File: src/rtl/bus_dec_pkg.sv
package bus_dec_pkg;

  typedef enum logic [1:0] {
    TR_IDLE = 2'b00,
    TR_RSVD = 2'b01,
    TR_NSEQ = 2'b10,
    TR_SEQ  = 2'b11
  } tranE;

  localparam logic [1:0] SIZE_RSVD = 2'b11;

  // permission flags of one region; field order is the packed layout
  // used in the REGION_FLAGS parameter: [2] privOnly [1] noExec [0] readOnly
  typedef struct packed {
    logic privOnly;
    logic noExec;
    logic readOnly;
  } regionFlagsT;

  localparam int FLAG_W = $bits(regionFlagsT);

  // strobes from control to datapath
  typedef struct packed {
    logic advance;  // previous transfer complete, sample a new one
    logic grant;    // sampled transfer is a permitted data transfer
  } dpStrobeT;

endpackage

File: src/rtl/bus_dec_dp.sv
module bus_dec_dp
  import bus_dec_pkg::*;
#(
  parameter int NUM_SLV = 4,
  parameter int ADDR_W  = 32,
  parameter logic [NUM_SLV*ADDR_W-1:0] REGION_BASE = '0,
  parameter logic [NUM_SLV*ADDR_W-1:0] REGION_MASK = '0,
  parameter logic [NUM_SLV*FLAG_W-1:0] REGION_FLAGS = '0
) (
  input  logic              clk,
  input  logic              rstN,
  input  logic [ADDR_W-1:0] addr,
  input  dpStrobeT          strobe,
  input  logic              busWait,
  output logic [NUM_SLV-1:0] addrMatch,
  output logic              anyHit,
  output regionFlagsT       hitFlags,
  output logic [NUM_SLV-1:0] slvSel
);

  logic [NUM_SLV-1:0] rawHit;
  logic [NUM_SLV-1:0] selReg;

  // one comparator per region
  genvar gi;
  generate
    for (gi = 0; gi < NUM_SLV; gi++) begin : g_region
      localparam logic [ADDR_W-1:0] BASE = REGION_BASE[gi*ADDR_W +: ADDR_W];
      localparam logic [ADDR_W-1:0] MASK = REGION_MASK[gi*ADDR_W +: ADDR_W];
      assign rawHit[gi] = ((addr & MASK) == BASE);
    end
  endgenerate

  // lowest-numbered region wins
  always_comb begin
    logic found;
    found     = 1'b0;
    addrMatch = '0;
    hitFlags  = '0;
    for (int i = 0; i < NUM_SLV; i++) begin
      if (rawHit[i] && !found) begin
        found        = 1'b1;
        addrMatch[i] = 1'b1;
        hitFlags     = regionFlagsT'(REGION_FLAGS[i*FLAG_W +: FLAG_W]);
      end
    end
    anyHit = found;
  end

  always_ff @(posedge clk or negedge rstN) begin
    if (!rstN) begin
      selReg <= '0;
    end else if (strobe.advance) begin
      selReg <= strobe.grant ? addrMatch : '0;
    end
  end

  assign slvSel = selReg;


  always @(posedge clk) begin
    if (!rstN) begin
      rst_sel_chk: assert (slvSel == '0)
        else $error("select high during reset");
    end
  end


  sel_onehot_chk: assert property (@(posedge clk) disable iff (!rstN)
    $onehot0(slvSel));


  sel_hold_chk: assert property (@(posedge clk) disable iff (!rstN)
    busWait |=> $stable(slvSel));

endmodule

File: src/rtl/bus_dec_ctrl.sv
module bus_dec_ctrl
  import bus_dec_pkg::*;
(
  input  logic        clk,
  input  logic        rstN,
  input  logic [1:0]  tranType,
  input  logic        write,
  input  logic [1:0]  size,
  input  logic [1:0]  prot,
  input  logic        busWait,
  input  logic        anyHit,
  input  regionFlagsT hitFlags,
  output dpStrobeT    strobe,
  output logic        respOwn,
  output logic        respErr
);

  logic isData;
  logic violation;
  logic ownReg;
  logic errReg;

  // bit 1 of the type code alone marks a following data phase
  assign isData = tranType[1];

  always_comb begin
    violation = 1'b0;
    if (!anyHit)                          violation = 1'b1;
    if (size == SIZE_RSVD)                violation = 1'b1;
    if (hitFlags.privOnly && !prot[1])    violation = 1'b1;
    if (hitFlags.noExec   && !prot[0])    violation = 1'b1;
    if (hitFlags.readOnly && write)       violation = 1'b1;
  end

  assign strobe.advance = !busWait;
  assign strobe.grant   = isData && !violation;

  always_ff @(posedge clk or negedge rstN) begin
    if (!rstN) begin
      ownReg <= 1'b1;
      errReg <= 1'b0;
    end else if (strobe.advance) begin
      ownReg <= !strobe.grant;
      errReg <= isData && violation;
    end
  end

  assign respOwn = ownReg;
  assign respErr = errReg;


  idle_done_chk: assert property (@(posedge clk) disable iff (!rstN)
    (!busWait && !tranType[1]) |=> (respOwn && !respErr));


  size_err_chk: assert property (@(posedge clk) disable iff (!rstN)
    (!busWait && tranType[1] && size == SIZE_RSVD) |=> (respOwn && respErr));


  resp_hold_chk: assert property (@(posedge clk) disable iff (!rstN)
    busWait |=> ($stable(respOwn) && $stable(respErr)));

endmodule

File: src/rtl/bus_addr_decoder.sv
module bus_addr_decoder
  import bus_dec_pkg::*;
#(
  parameter int NUM_SLV = 4,
  parameter int ADDR_W  = 32,
  parameter logic [NUM_SLV*ADDR_W-1:0] REGION_BASE =
    {32'h3000_0000, 32'h2000_0000, 32'h1000_0000, 32'h0000_0000},
  parameter logic [NUM_SLV*ADDR_W-1:0] REGION_MASK =
    {32'hF000_0000, 32'hF000_0000, 32'hF000_0000, 32'hF000_0000},
  // per region: [2] privOnly [1] noExec [0] readOnly
  parameter logic [NUM_SLV*FLAG_W-1:0] REGION_FLAGS =
    {3'b100, 3'b010, 3'b001, 3'b000}
) (
  input  logic               clk,
  input  logic               rstN,
  input  logic [1:0]         tranType,
  input  logic [ADDR_W-1:0]  addr,
  input  logic               write,
  input  logic [1:0]         size,
  input  logic [1:0]         prot,
  input  logic               busWait,
  output logic [NUM_SLV-1:0] slvSel,
  output logic [NUM_SLV-1:0] addrMatch,
  output logic               respOwn,
  output logic               respErr
);

  dpStrobeT    strobe;
  logic        anyHit;
  regionFlagsT hitFlags;

  bus_dec_dp #(
    .NUM_SLV      (NUM_SLV),
    .ADDR_W       (ADDR_W),
    .REGION_BASE  (REGION_BASE),
    .REGION_MASK  (REGION_MASK),
    .REGION_FLAGS (REGION_FLAGS)
  ) uDp (
    .clk       (clk),
    .rstN      (rstN),
    .addr      (addr),
    .strobe    (strobe),
    .busWait   (busWait),
    .addrMatch (addrMatch),
    .anyHit    (anyHit),
    .hitFlags  (hitFlags),
    .slvSel    (slvSel)
  );

  bus_dec_ctrl uCtrl (
    .clk      (clk),
    .rstN     (rstN),
    .tranType (tranType),
    .write    (write),
    .size     (size),
    .prot     (prot),
    .busWait  (busWait),
    .anyHit   (anyHit),
    .hitFlags (hitFlags),
    .strobe   (strobe),
    .respOwn  (respOwn),
    .respErr  (respErr)
  );


  own_xor_sel_chk: assert property (@(posedge clk) disable iff (!rstN)
    respOwn == !(|slvSel));


  miss_err_chk: assert property (@(posedge clk) disable iff (!rstN)
    (!busWait && tranType[1] && !(|addrMatch)) |=> (respErr && slvSel == '0));

endmodule

File: config.mk
export PLATFORM = sky130hd
export DESIGN_NAME = bus_addr_decoder
export DESIGN_NICKNAME = d
export VERILOG_FILES = /design/src/rtl/bus_dec_pkg.sv /design/src/rtl/bus_dec_dp.sv /design/src/rtl/bus_dec_ctrl.sv /design/src/rtl/bus_addr_decoder.sv
export SDC_FILE = /design/constraint.sdc
export NUM_CORES = 1
export LEC_CHECK = 0
export ABC_CLOCK_PERIOD_IN_PS = 1000
export BUFFER_PORTS_ARGS = -buffer_cell sky130_fd_sc_hd__buf_2
export CAP_MARGIN = 20
export CORE_AREA = 2 2 39 41
export DETAILED_ROUTE_END_ITERATION = 8
export DIE_AREA = 0 0 41 43
export PLACE_DENSITY = 0.82
export SYNTH_ARGS = -nofsm -noshare
export SYNTH_HDL_FRONTEND = slang
export SYNTH_SLANG_ARGS = --single-unit
File: constraint.sdc
create_clock -name clk -period 1 [get_ports clk]
set_input_delay 0.25 -clock clk [delete_from_list [all_inputs] [get_ports clk]]
set_output_delay 0.25 -clock clk [all_outputs]
set_load 0.05 [all_outputs]
Word level (Yosys, flattened, before mapping):

Index checks and enable logic that the tools add are counted.

* register bits after elaboration: 6
* input port bits: 42

* equality and inequality tests: 4
* multiplexer cells: 16
* reduce and logical (&&, ||, !) cells: 16

Operators by type and width (count)
* $logic_not 32->1: 1
* $mux 1: 13
* $eq 4x2->1 const B: 2
* $logic_and 1x1->1: 8
* $logic_not 1->1: 7
* $mux 3: 2
* $eq 4x1->1 const B: 1
* $mux 4: 1
* $eq 2x2->1 const B: 1

Depth between registers and ports, before layout:

* word-level depth: 19
* depth in mapped cells: 3
* gate-level depth less buffers: 3

Modules after synthesis:

From an unflattened synthesis, not the netlist that was laid out.

* cells, all modules: 38
* area total of the unflattened synthesis: 361.6 µm²

By module, submodules not included
* bus_dec_dp: instances 1, cells each 25, area each 220.2 µm², seq. area each 100.1 µm²
* bus_dec_ctrl: instances 1, cells each 13, area each 141.4 µm², seq. area each 51.3 µm²

Worst setup path before layout:

Ideal clock, no wire load.

* kind: input port to flip-flop
* start point: input addr[28]
* end point: register uDp.selReg[0], in the netlist uDp.slvSel[0]
* data arrival time: 2.147 ns
* setup slack: -1.222 ns
* stages: 2
* cell sequence: nor4_1 -> a22o_1

* longest elaborated chain between the ends: 19

RTL lines
* start, declared: RTL line bus_addr_decoder.sv:17 `input logic [ADDR_W-1:0] addr,`
* $logic_not 32->1: RTL line bus_dec_dp.sv:30 `assign rawHit[gi] = ((addr & MASK) == BASE);`
* $mux 1: RTL line bus_dec_dp.sv:41 `if (rawHit[i] && !found) begin`
* $logic_not 1->1: RTL line bus_dec_dp.sv:41
* $logic_and 1x1->1: RTL line bus_dec_dp.sv:41
* $mux 1: RTL line bus_dec_dp.sv:41
* $logic_not 1->1: RTL line bus_dec_dp.sv:41
* $logic_and 1x1->1: RTL line bus_dec_dp.sv:41
* $mux 1: RTL line bus_dec_dp.sv:41
* [3 not listed]
* $mux 1: RTL line bus_dec_ctrl.sv:28 `if (!anyHit) violation = 1'b1;`
* $mux 1: RTL line bus_dec_ctrl.sv:29 `if (size == SIZE_RSVD) violation = 1'b1;`
* $mux 1: RTL line bus_dec_ctrl.sv:30 `if (hitFlags.privOnly && !prot[1]) violation = 1'b1;`
* $mux 1: RTL line bus_dec_ctrl.sv:31 `if (hitFlags.noExec && !prot[0]) violation = 1'b1;`
* $mux 1: RTL line bus_dec_ctrl.sv:32 `if (hitFlags.readOnly && write) violation = 1'b1;`
* $logic_not 1->1: RTL line bus_dec_ctrl.sv:36 `assign strobe.grant = isData && !violation;`
* $logic_and 1x1->1: RTL line bus_dec_ctrl.sv:36
* $mux 4 (*): RTL line bus_dec_dp.sv:54 `selReg <= strobe.grant ? addrMatch : '0;`
* end signal, assigned: RTL line bus_dec_dp.sv:54
* end, declared: RTL line bus_dec_dp.sv:22 `logic [NUM_SLV-1:0] selReg;`

Every way passes the cells marked *; elsewhere a longest branch is shown, timed or not.
A chain may end at the register's enable or synchronous reset.

Final worst setup path:

* start point: register uCtrl.ownReg, in the netlist uCtrl.respOwn
* end point: output respOwn

RTL lines
* start, declared: RTL line bus_dec_ctrl.sv:20 `logic ownReg;`
* start signal, assigned: RTL line bus_dec_ctrl.sv:43 `ownReg <= !strobe.grant;`
* end, declared: RTL line bus_addr_decoder.sv:24 `output logic respOwn,`

No word-level cell between the ends.

==> qor.yml <==
outcome: "finished with violations"
violations: "negative setup slack"
drt-initial-drc-count: 17
min_period_ns: 1.187
rows: 14
dieArea_um2: 1763
yosys.area.top_type: "dfrtp_1"
h-tree-depth: 1
max_freq_mhz: 842.6
layout_common_cells: "13 x buf_4, 8 x buf_2, 7 x buf_6"
ff_latch_area_um2: 151.4
synth_top_area_frac: 0.3968
grt_first_pass_wirelength_mm: 1.994
layout_commonest_cell: "buf_4"
die_w_um: 41
timing.final.ws_setup_ns: -0.1868
synth.distinct_cells: 19
drc: 0
start_kind: "flop"
core_area_um2: 1384
path_buf_inv: 1
slowest_stage: "dfstp_2"
fin_crit_sh: 1.187
wl_mm: 1.259
start_util: 0.2278
gp_congestion: 0.8030
grt_pass1_vias: 431
ir_drop_mv: 0.4552
root_buffer: "clkbuf_4"
slew_violations: 0
die_h_um: 43
dp_hpwl_um: 847
rsz0062_at_grt: "yes"
synth_fp_nets: 71
grt.overflow.total: 0
p_leak_nw: 0.3586
path_cells: "buf_8"
cp-end-kind: "output pin"
max_stage_delay_ns: 0.54
synth-seq-cells: 6
cts-buffers-inserted: 3
drive_gt1_frac: 0.7246
insertion_delay_ns: 0.25
fin_util: 0.5443
maxCapViolations: 0
ant_nets: 0
finalHoldViolations: 0
area_delta_synth_final_pct: 138.9
arrival_ns: 0.94
via_per_inst: 5.012
final_nets: 112
syn_area_um2: 315.3
critPathMaxFanout: 2
pin_count: 52
grt_use_total: 0.1742
fillers: 117
finClkSkew_ns: 0
synthTopCellsByArea: "dfrtp_1 40%, a32o_1 9.5%, dfstp_2 8.3%"
yosys_warnings: 0
grt_start_max_net_pins: 8
power_density_nw_per_um2: 994.8
placed_area_um2: 541.8
worstSetupPathType: "flop to output pin"
synth_cells: 29
port_buffers: 22
multi_input_area_um2: 215.2
diodes: 0
wl_per_cell_um: 14.81
relSlewSlack: 0.8141
postSynthAreaPerCell_um2: 10.87
crit_family: "flip-flops"
grt_antenna_before_repair: 0
cts_buffer_depth: 2
worst_pin_slew_ns: 0.2768
tritoncts: "yes"
final_cell_area_um2: 753.2
first_pass_iters: 4
cp.required_ns: 0.75
vias: 426
synth.yosys.seq_area_share: 0.4802
hold_class: "primary input to flop"
path_clk_slew_ns: 0.05
clock-sinks: 6
setup_viol: 11
total_power_w: 0.0007493
[path summary, 6_finish.rpt]
| path | cells past startpoint | start | endpoint | slack, ns |
|---|---|---|---|---|
| setup / recovery | 1 | uCtrl.respOwn | respOwn | -0.19 |
| hold / removal | 3 | addr[31] | uCtrl.respOwn | 0.27 |
| setup reg to reg | 2 | uCtrl.respErr | uCtrl.respErr | 0.14 |
| hold reg to reg | 2 | uCtrl.respOwn | uCtrl.respOwn | 0.48 |
| max in group asynchronous | 2 | rstN | uCtrl.respOwn | 0.42 |
| min in group asynchronous | 2 | rstN | uDp.slvSel[0] | 0.35 |
[cell families after synthesis]
family | after synthesis | synth area share
compound gates | 8 | 0.2302
buf+inv | 1 | 0.01189
flops | 6 | 0.4802
simple gates | 14 | 0.2778
[cells in the mapped netlist]
cell	instances
nor2b_1	1
and2_4	1
nand4_1	1
nand2_1	1
a22o_1	2
a211o_1	1
a32oi_1	1
dfstp_2	1
dfrtp_1	5
nor2_1	3
a211oi_1	1
nor4_1	1
inv_1	1
or3b_1	1
and2_1	1
and3_1	1
nor2b_2	1
nand3b_1	2
a32o_1	3
[report_power, final]
part / internal [W] / total [W] / switching [W]
clock network: 0.000153 / 0.000264 / 0.000111
registers: 0.000252 / 0.000257 / 0.00000521
logic: 0.000117 / 0.000229 / 0.000112
total: 0.000521 / 0.000749 / 0.000228
[metal layers]
metal	routed length (µm)	global-route usage	vias up
met5	0	0	-
met4	7	0.06000	0
met1	458	0.1883	202
li1	-	-	195
met3	98	0.08377	2
met2	694	0.2813	27
[final cells by class]
class                           instances  area share
Sequential cell                         6      0.2010
Multi-Input combinational cell         22      0.2857
Timing Repair Buffer                   36      0.4468
Clock buffer                            4     0.03488
Inverter                                1    0.004983
Tap cell                               16     0.02658
[metrics by stage]
step | setup TNS [ns] | setup WS (ns) | hold WS (ns) | instances
finish | -0.8151 | -0.1868 | 0.2723 | 85
global route | -1.204 | -0.2297 | 0.2554 | 85
CTS | -0.8157 | -0.1983 | 0.2629 | 84
detailed placement | -2.570 | -0.3132 | 0.08559 | 76
global placement | -2.301 | -0.2848 | 0.07982 | 76
floorplan | -0.4955 | -0.2049 | -0.04559 | 29
[sequential cells by signal, summed over array words and instances (netlist names)]
signal	flops
uCtrl.respOwn	1
uCtrl.respErr	1
uDp.slvSel	4
[timing repair]
action,in CTS,in global routing
hold buffers,1,0
pin swaps,3,4
gates resized for setup,39,5
hold endpoints to repair,5,0
buffers inserted,3,1
endpoints found under the setup margin,11,15
Power figures use the tool's default switching activity.
